## src/rtl/ltg_pkg.sv

```systemverilog
package ltg_pkg;

    localparam int TAG_W = 4;
    localparam logic [7:0] CODE_PRECISE = 8'h1A;
    localparam logic [7:0] CODE_TAGDIS  = 8'h0A;

    typedef enum logic [2:0] {
        OP_LOAD    = 3'd0,
        OP_STORE   = 3'd1,
        OP_NFLOAD  = 3'd2,
        OP_TAGWR   = 3'd3,
        OP_BLKINIT = 3'd4
    } op_e;

    typedef enum logic [2:0] {
        TRAP_NONE    = 3'd0,
        TRAP_PRECISE = 3'd1,
        TRAP_DEFER   = 3'd2,
        TRAP_TAGDIS  = 3'd3,
        TRAP_REJECT  = 3'd4
    } trap_e;

    typedef struct packed {
        trap_e      kind;
        logic [7:0] code;
    } verdict_t;

    function automatic logic is_wild(input logic [TAG_W-1:0] t);
        return (t == '0) || (t == '1);
    endfunction

endpackage

```

## src/rtl/ltg_tag_store.sv

```systemverilog
module ltg_tag_store import ltg_pkg::*; #(
    parameter int NUM_LINES = 256,
    localparam int IDX_W = $clog2(NUM_LINES)
) (
    input  logic             clk,
    input  logic             rst,
    input  logic [IDX_W-1:0] rd_idx,
    output logic [TAG_W-1:0] rd_tag,
    input  logic             wr_en,
    input  logic [IDX_W-1:0] wr_idx,
    input  logic [TAG_W-1:0] wr_data
);

    logic [TAG_W-1:0] mem [NUM_LINES];

    always_ff @(posedge clk) begin
        if (rst) begin
            for (int i = 0; i < NUM_LINES; i++) mem[i] <= '0;
        end else if (wr_en) begin
            mem[wr_idx] <= wr_data;
        end
    end

    assign rd_tag = mem[rd_idx];


    wr_lands_chk: assert property (@(posedge clk) disable iff (rst)
        wr_en |=> mem[$past(wr_idx)] == $past(wr_data));

endmodule

```

## src/rtl/ltg_tag_match.sv

```systemverilog
module ltg_tag_match import ltg_pkg::*; (
    input  logic             chk_on,
    input  logic [TAG_W-1:0] addr_tag,
    input  logic [TAG_W-1:0] line_tag,
    output logic             mismatch
);

    always_comb begin
        mismatch = 1'b0;
        if (chk_on && !is_wild(addr_tag) && !is_wild(line_tag))
            mismatch = (addr_tag != line_tag);
    end


    wild_store_chk: assert final ((line_tag != 4'hF) || !mismatch);

endmodule

```

## src/rtl/ltg_defer_rec.sv

```systemverilog
module ltg_defer_rec #(
    parameter int PC_W = 64
) (
    input  logic            clk,
    input  logic            rst,
    input  logic            set,
    input  logic [PC_W-1:0] set_pc,
    input  logic            clr,
    output logic            pend,
    output logic [PC_W-1:0] pc
);

    always_ff @(posedge clk) begin
        if (rst) begin
            pend <= 1'b0;
            pc   <= '0;
        end else if (set && (clr || !pend)) begin
            pend <= 1'b1;
            pc   <= set_pc;
        end else if (clr) begin
            pend <= 1'b0;
        end
    end


    pc_hold_chk: assert property (@(posedge clk) disable iff (rst)
        (pend && !clr) |=> (pend && $stable(pc)));

endmodule

```

## src/rtl/line_tag_guard.sv

```systemverilog
module line_tag_guard import ltg_pkg::*; #(
    parameter int ADDR_W     = 64,
    parameter int LINE_BYTES = 64,
    parameter int NUM_LINES  = 256,
    parameter int PAGE_BYTES = 1024,
    localparam int NUM_PAGES = NUM_LINES * LINE_BYTES / PAGE_BYTES
) (
    input  logic                 clk,
    input  logic                 rst,
    input  logic                 glb_en,
    input  logic                 prec_mode,
    input  logic [NUM_PAGES-1:0] pg_chk_en,
    input  logic [NUM_PAGES-1:0] pg_wr_en,
    input  logic                 req_valid,
    output logic                 req_ready,
    input  logic [2:0]           req_op,
    input  logic [ADDR_W-1:0]    req_addr,
    input  logic [ADDR_W-1:0]    req_pc,
    input  logic [3:0]           req_wtag,
    input  logic                 pend_clr,
    output logic                 rsp_valid,
    output logic [2:0]           rsp_kind,
    output logic [7:0]           rsp_code,
    output logic [ADDR_W-1:0]    rsp_addr,
    output logic                 dfr_pend,
    output logic [ADDR_W-1:0]    dfr_pc
);

    localparam int OFF_W  = $clog2(LINE_BYTES);
    localparam int IDX_W  = $clog2(NUM_LINES);
    localparam int PG_OFF = $clog2(PAGE_BYTES);
    localparam int PG_W   = $clog2(NUM_PAGES);
    localparam int REG_HI = OFF_W + IDX_W;

    logic             acc;
    op_e              op;
    logic [TAG_W-1:0] atag, stag, wr_data;
    logic [IDX_W-1:0] idx;
    logic [PG_W-1:0]  pg;
    logic             chk_on, mism, wr_en, set_dfr;
    verdict_t         vd;
    logic             unused_addr_bits;

    assign req_ready = !rst;
    assign acc       = req_valid && req_ready;
    assign op        = op_e'(req_op);
    assign atag      = req_addr[ADDR_W-1 -: TAG_W];
    assign idx       = req_addr[OFF_W +: IDX_W];
    assign pg        = req_addr[PG_OFF +: PG_W];
    assign chk_on    = glb_en && pg_chk_en[pg];
    assign unused_addr_bits = ^{req_addr[ADDR_W-TAG_W-1:REG_HI], req_addr[OFF_W-1:0]};

    ltg_tag_store #(.NUM_LINES(NUM_LINES)) u_store (
        .clk(clk), .rst(rst), .rd_idx(idx), .rd_tag(stag),
        .wr_en(wr_en), .wr_idx(idx), .wr_data(wr_data)
    );

    ltg_tag_match u_match (
        .chk_on(chk_on), .addr_tag(atag), .line_tag(stag), .mismatch(mism)
    );

    always_comb begin
        vd      = '{kind: TRAP_NONE, code: 8'h00};
        wr_en   = 1'b0;
        wr_data = '0;
        set_dfr = 1'b0;
        case (op)
            OP_LOAD: if (mism) vd = '{kind: TRAP_PRECISE, code: CODE_PRECISE};
            OP_STORE: begin
                if (mism && prec_mode) begin
                    vd = '{kind: TRAP_PRECISE, code: CODE_PRECISE};
                end else if (mism) begin
                    vd      = '{kind: TRAP_DEFER, code: 8'h00};
                    set_dfr = acc;
                end
            end
            OP_TAGWR: begin
                if (!glb_en) begin
                    vd = '{kind: TRAP_TAGDIS, code: CODE_TAGDIS};
                end else if (!pg_wr_en[pg]) begin
                    vd = '{kind: TRAP_REJECT, code: 8'h00};
                end else begin
                    wr_en   = acc;
                    wr_data = req_wtag;
                end
            end
            OP_BLKINIT: wr_en = acc;
            default: ;
        endcase
    end

    always_ff @(posedge clk) begin
        if (rst) begin
            rsp_valid <= 1'b0;
            rsp_kind  <= TRAP_NONE;
            rsp_code  <= '0;
            rsp_addr  <= '0;
        end else begin
            rsp_valid <= acc;
            if (acc) begin
                rsp_kind <= vd.kind;
                rsp_code <= vd.code;
                rsp_addr <= req_addr;
            end
        end
    end

    ltg_defer_rec #(.PC_W(ADDR_W)) u_defer (
        .clk(clk), .rst(rst), .set(set_dfr), .set_pc(req_pc),
        .clr(pend_clr), .pend(dfr_pend), .pc(dfr_pc)
    );


    one_rsp_chk: assert property (@(posedge clk) disable iff (rst)
        acc |=> rsp_valid);

    no_spurious_chk: assert property (@(posedge clk) disable iff (rst)
        !acc |=> !rsp_valid);

    nf_quiet_chk: assert property (@(posedge clk) disable iff (rst)
        (acc && req_op == 3'd2) |=> (rsp_kind == 3'd0));

    tagdis_chk: assert property (@(posedge clk) disable iff (rst)
        (acc && req_op == 3'd3 && !glb_en) |=> (rsp_kind == 3'd3 && rsp_code == 8'h0A));

    off_quiet_chk: assert property (@(posedge clk) disable iff (rst)
        (acc && !glb_en && req_op != 3'd3) |=> (rsp_kind == 3'd0));

endmodule

```

## config.mk

```make
export PLATFORM = sky130hd
export DESIGN_NAME = line_tag_guard
export DESIGN_NICKNAME = d
export VERILOG_FILES = /design/src/rtl/ltg_pkg.sv /design/src/rtl/ltg_tag_store.sv /design/src/rtl/ltg_tag_match.sv /design/src/rtl/ltg_defer_rec.sv /design/src/rtl/line_tag_guard.sv
export SDC_FILE = /design/constraint.sdc
export NUM_CORES = 2
export LEC_CHECK = 0
export BUFFER_PORTS_ARGS = -buffer_cell sky130_fd_sc_hd__buf_2
export CAP_MARGIN = 20
export CELL_PAD_IN_SITES_DETAIL_PLACEMENT = 0
export CELL_PAD_IN_SITES_GLOBAL_PLACEMENT = 1
export CORE_MARGIN = 2
export CORE_UTILIZATION = 45
export DETAILED_ROUTE_END_ITERATION = 10
export GPL_ROUTABILITY_DRIVEN = 0
export MAX_ROUTING_LAYER = met4
export PLACE_DENSITY_LB_ADDON = 0.3
export SYNTH_ARGS = -nofsm -noshare
export SYNTH_HDL_FRONTEND = slang
export SYNTH_SLANG_ARGS = --single-unit
```

## constraint.sdc

```tcl
create_clock -name clk -period 3.3 [get_ports clk]
set_input_delay 0.66 -clock clk [delete_from_list [all_inputs] [get_ports clk]]
set_output_delay 0.66 -clock clk [all_outputs]
set_load 0.005 [all_outputs]
```

* After elaboration in Yosys (flattened, before gate mapping) *
Memories as Yosys holds them, arrays and structs flattened.
Index checks and enable logic that the tools add are counted.

cells by class
  order comparisons = 1
  reduce and logical (&&, ||, !) cells = 18
  equal/unequal tests = 6
  mux-type cells = 30

operators by type and width
  cell                number
  $pmux 11 s3         1
  $mux 11             2
  $mux 10             2
  $mux 1              16
  $mux 4              4
  $mux 9              1
  $bmux 1 s4          2
  $eq 4x4->1 const B  2
  $logic_not 4->1     2
  $mux 8              1
  $logic_and 1x1->1   6
  $lt 4x5->1 const B  1
  $logic_not 1->1     4
  $ne 4x4->1          1
  $reduce_or 4->1     1
  $eq 3x1->1 const B  1
  $eq 3x2->1 const B  1
  $eq 3x3->1 const B  1
  $logic_not 3->1     1
  $logic_or 1x1->1    3
  $pmux 1 s2          1
  $reduce_bool 2->1   1

storage, ports and cells
  logic and storage cells = 62
  memories = 1
  memory bits (writable) = 1024
  output and inout bits = 142
  register bits after elaboration = 141
  bits of input ports = 173

memories
  memory       depth  bits a word  rd ports  clocked after memory_dff  wr ports  line                 text
  u_store.mem  256    4            1         0                         256       ltg_tag_store.sv:14  logic [TAG_W-1:0] mem [NUM_LINES];

* Longest topological paths before layout *
  word-level depth = 11
  mapped depth = 18
  gate-level depth less buffers = 10

* Hierarchy *
A second synthesis with hierarchy kept.

unflattened totals
  cells, all modules = 4161
  area, all modules = 55461.9 µm²

by module, submodules not included
  module          cells each  seq. area each (µm²)  times used  area each (µm²)
  ltg_tag_store   3596        30749.5               1           49568.8
  ltg_defer_rec   282         1301.2                1           2961.6
  line_tag_guard  272         1381.3                1           2852.7
  ltg_tag_match   11          0.0                   1           78.8

* Worst setup path before layout *
Ideal clock, no wire load.

  path kind = in2reg
  start point = input req_addr[6]
  end point = register u_defer.pc[19]
  library setup time = 68 ps
  path buffers = 5
  required time = 3232 ps
  arrival time = 3463 ps
  cell stages on the path = 15
  slack = -232 ps
  path through = buf_6 -> buf_6 -> buf_2 -> mux4_2 -> a22oi_1 -> nand2_1 -> a211oi_1 -> nor3_1 -> o21ai_1 -> xor2_1 -> a41oi_2 -> buf_6 -> buf_6 -> a21bo_1 -> a21oi_2

on the way
  word-level cells in the longest chain between the ends = 10
  elaborated cells between the ends (all ways) = 13
  those cells by class = eq/ne: 2; mux: 4; reduce/logical: 6; memory: 1

ends and longest elaborated chain
  element                                        line                                        text
  from (decl)                                    line_tag_guard.sv:17                        input logic [ADDR_W-1:0] req_addr,
  $mem_v2 256x4 *                                --
  $eq 4x4->1 or $logic_not 4->1 (tied branches)  ltg_pkg.sv:29                               return (t == '0) || (t == '1);
  $logic_or 1x1->1                               ltg_pkg.sv:29
  $logic_not 1->1                                ltg_tag_match.sv:10                         if (chk_on && !is_wild(addr_tag) && !is_wild(line_tag))
  $logic_and 1x1->1                              ltg_tag_match.sv:10
  $mux 1 *                                       ltg_tag_match.sv:10
  $mux 1 or $logic_and 1x1->1 (tied branches)    line_tag_guard.sv:72, line_tag_guard.sv:70
  $mux 1 *                                       line_tag_guard.sv:70                        if (mism && prec_mode) begin
  $mux 1 *                                       line_tag_guard.sv:67                        case (op)
  $logic_and 1x1->1 *                            ltg_defer_rec.sv:17                         end else if (set && (clr || !pend)) begin
  to (signal assigned)                           ltg_defer_rec.sv:19                         pc <= set_pc;
  to (decl)                                      ltg_defer_rec.sv:10                         output logic [PC_W-1:0] pc

Mark *: on every way between the ends. The rest lies on a longest branch, timed or not.
A chain may end at the register's enable or synchronous reset.

* Worst setup path in the final report *
  start point = input req_addr[6]
  end point = register u_defer.pc[54]

Same word-level chain as after synthesis.

==> metrics.md <==
| Metric | Value |
|---|---|
| Setup Skew | `0.0265 ns` |
| Dominant cell type by area after synthesis | `edfxtp_1` |
| CP endpoint | `u_defer.pc[54]` |
| Final Net Count | `4981` |
| Post-CTS Hold Buffers | `0` |
| Worst vdd ir | `0.422 mV` |
| Met1 Usage GRT | `39.9%` |
| Num rows | `125` |
| Core ar. | `116000 um2` |
| Num CTS Buffers | `119` |
| Post-layout min period | `3.47 ns` |
| Vias in the first global route | `36200` |
| Final Max Slew Viols | `0` |
| Later-pin clock latency in the skew report | `0.73 ns` |
| Post-synth top area share | `58.7%` |
| Grt met2 use | `45.6%` |
| Failing checks | `negative setup slack` |
| First-pass GRT wire length | `254000 um` |
| Critical path, cell by cell | `buf_12 > buf_12 > buf_12 > buf_4 > mux4_2 > mux4_2 > nand2_1 > a31oi_1 > o22ai_4 > xor2_2 > a41oi_4 > buf_12 > buf_4 > a21bo_1 > a21oi_1` |
| Synth warn | `0` |
| Layout cells sized above 1 | `29.8%` |
| Pleak | `22.9 nW` |
| Fillcell total | `9455` |
| Initial DRC count | `4634` |
| Clock tree buffer depth | `3` |
| Critical Path Sink Type | `flop` |
| Final ANT Viol Nets | `0` |
| CP startpoint | `req_addr[6]` |
| Register Area | `33400 um2` |
| Sequential-to-total area share from yosys stat | `63.8%` |
| Met3 Use GR | `6.29%` |
| Hold_ws | `0.174 ns` |
| Worst setup margin | `-0.167 ns` |
| R2R setup slack | `-0.13 ns` |
| Root buf cell | `clkbuf_16` |
| Area Overhead vs Synth | `23.7%` |
| Data arrival, critical path | `4.10 ns` |
| Non-filler instance count after layout | `6430` |
| CP max stage delay | `0.51 ns` |
| Synthesized cell area | `52400 um2` |
| Worst Setup Start Kind | `input pin` |
| Hold Vio Cnt, Final | `0` |
| PD cells | `506 nW/um2` |
| Main synth FF type | `edfxtp_1` |
| Largest delay share family, worst path | `buffers and inverters` |
| CTS clk-pin slew, worst paths | `0.06 ns` |
| CP Data Required Time | `3.94 ns` |
| Max-Cap Viols | `0` |
| Initial DRT Pass Iterations | `6` |
| Stages on the worst setup path | `15` |
| Multi-input logic area | `17200 um2` |
| Hold crit path type | `in2reg` |
| Synth top cells by count | `nor2_1, edfxtp_1, nand2_1` |
| Syn Area/Cell | `12.6 um2` |
| Die area | `119000 um2` |
| Slew margin rel. | `21.4%` |
| Die height | `345 um` |
| Post-route clock period utilization | `105%` |
| FF-to-FF End | `u_defer.pc[54]` |
| Worst slew pin tran | `1.18 ns` |
| DP HPWL | `126000 um` |
| Most frequent cell after synthesis | `nor2_1` |
| Hold Path Cell Cnt | `3` |
| # IOs | `315` |
| TritonCTS clock tree | `done` |
| Avg WL per Cell | `27.2 um` |
| # DRC | `0` |
| Initial Utilization | `45.2%` |
| All-layer global routing usage | `29.9%` |
| Number of flops mapped to enable cells by yosys | `1024` |
| Netlist cell types | `69` |
| FMAX | `288 MHz` |
| DR vias/cell | `5.83` |
| Routed Wire Length | `175000 um` |
| # port buffers | `309` |
| RSZ-0062 raised after global routing | `true` |
| CP bufs+invs | `6` |
| CP dominant cell by count | `buf_12` |
| Largest net degree at the start of global routing | `152` |
| Gr busiest metal | `met2` |
| Critical-path top delay cell | `mux4_2` |
| Die X | `345 um` |
| Via count | `37500` |
| Gate Count Post-Synth | `4166` |
| Max H-tree Level | `3` |
| Largest cells by area after synthesis | `edfxtp_1, mux4_2, nor2_1` |
| Run status | `finished, violations left` |
| Overall power | `32.8 mW` |
| R2r startpoint | `u_store.mem[158][1]` |
| Number of antenna violations at the first check in global routing | `7` |
| Placed Cells | `6201` |
| #FFs+latches synth | `1158` |
| Final Setup Violations | `64` |
| R2R cell count | `14` |
| Maximum fanout along the worst path | `15` |
| Clk sink count | `1158` |
| GRT overflow | `0` |
| Setup CP Type | `in2reg` |
| FFs w/ async S/R, synth | `0%` |
[where the power goes]
part / internal, mW / switching (mW)
Clock: 7.39 / 5.72
Combinational: 1.26 / 1.60
Sequential: 16.6 / 0.231
[logic make-up (layout without fill, tap and decap cells)]
kind of cell | Yosys count | in the layout | share of synthesized area [%]
XOR/XNOR | 4 | 4 | 0.0669
AO/OA/AOI/OAI | 375 | 375 | 5.01
flip-flops | 1158 | 1158 | 63.8
multiplexers | 404 | 404 | 13.5
other | 1 | 8 | 0.00716
AND/OR/NAND/NOR | 1789 | 1789 | 13.4
buffers and inverters | 435 | 1168 | 4.10
[how the worst min path moves through the flow]
stage | endpoint | startpoint
after CTS | rsp_addr[40] | req_addr[40]
after global routing | rsp_addr[17] | req_addr[17]
after detailed placement | rsp_addr[17] | rsp_addr[17]
after global placement | rsp_addr[26] | rsp_addr[26]
after floorplan | rsp_code[4] | rsp_code[4]
final | rsp_addr[35] | req_addr[35]
[cell usage in the layout (no fill, tap or decap), types with 7 or more instances in the layout]
cell type / n
nor3_1: 10
a31oi_1: 10
nor2b_1: 11
clkbuf_16: 120
o22ai_1: 19
and3_1: 7
clkinvlp_4: 7
buf_2: 303
mux4_2: 242
a21oi_2: 17
edfxtp_1: 1024
o221ai_1: 8
buf_12: 151
clkinv_1: 25
mux2_2: 11
bufinv_16: 8
nand2_1: 478
o21ai_1: 17
mux2i_2: 7
nor2_2: 10
nand2_4: 16
dfxtp_1: 134
a21oi_1: 66
nor3_2: 11
nand3_1: 82
a21bo_1: 62
clkinv_2: 15
mux2i_1: 139
nor2_1: 1116
a22o_1: 7
nand2b_1: 13
clkbuf_1: 28
buf_4: 475
a22oi_1: 31
o21ai_0: 82
a221oi_1: 7
o211ai_1: 8
[per-layer routing]
metal	share of wire, %	routed length [um]
met1	39	68300
met4	4.2	7310
met2	46	80900
met3	11	18500
met5	0	0
[worst register-to-register path, stage by stage (launching register included)]
cell      delay [ns]
edfxtp_1        0.36
mux4_2          0.53
mux4_2          0.51
nand2b_1        0.16
a31oi_1         0.16
nand2_1         0.07
buf_4           0.16
o22ai_2         0.19
buf_6           0.20
xor2_4          0.19
a41oi_4         0.14
buf_12          0.18
buf_4           0.17
a21bo_1         0.20
a21oi_1         0.11
[metrics by stage]
step	worst slack, ns	util (%)	cell area (um2)	setup TNS [ns]
final	-0.167	56.0	64800	-9.27
after global routing	-0.213	56.0	64800	-11.70
after CTS	-0.0735	55.9	64700	-2.93
after detailed placement	-1.24	52.4	60600	-875.40
after global placement	-1.19	52.4	60600	-858.33
after floorplan	-0.131	-	52400	-7.74
[what timing repair did]
action                     in CTS  in global routing
setup endpoints to repair     116                135
cloned                          3                  0
gates resized for setup        47                 23
pin swaps                       3                  8
setup buffers                   0                  7
[sequential cells by signal (all words and copies together) (netlist names)]
name          cells
u_defer.pc       64
rsp_kind          3
rsp_addr         64
rsp_valid         1
u_defer.pend      1
rsp_code          1
u_store.mem    1024
[cell type report]
| type | count | share of cell area [%] |
|---|---|---|
| sequential | 1158 | 51.6 |
| multi-input combinational | 2577 | 26.6 |
| timing repair buffer | 944 | 13.0 |
| clock buffer | 154 | 4.91 |
| tap | 1524 | 2.94 |
| clock inverter | 62 | 0.854 |
| inverter | 8 | 0.0618 |
| antenna | 3 | 0.0116 |
No activity file was read; power rests on OpenSTA's default activity.
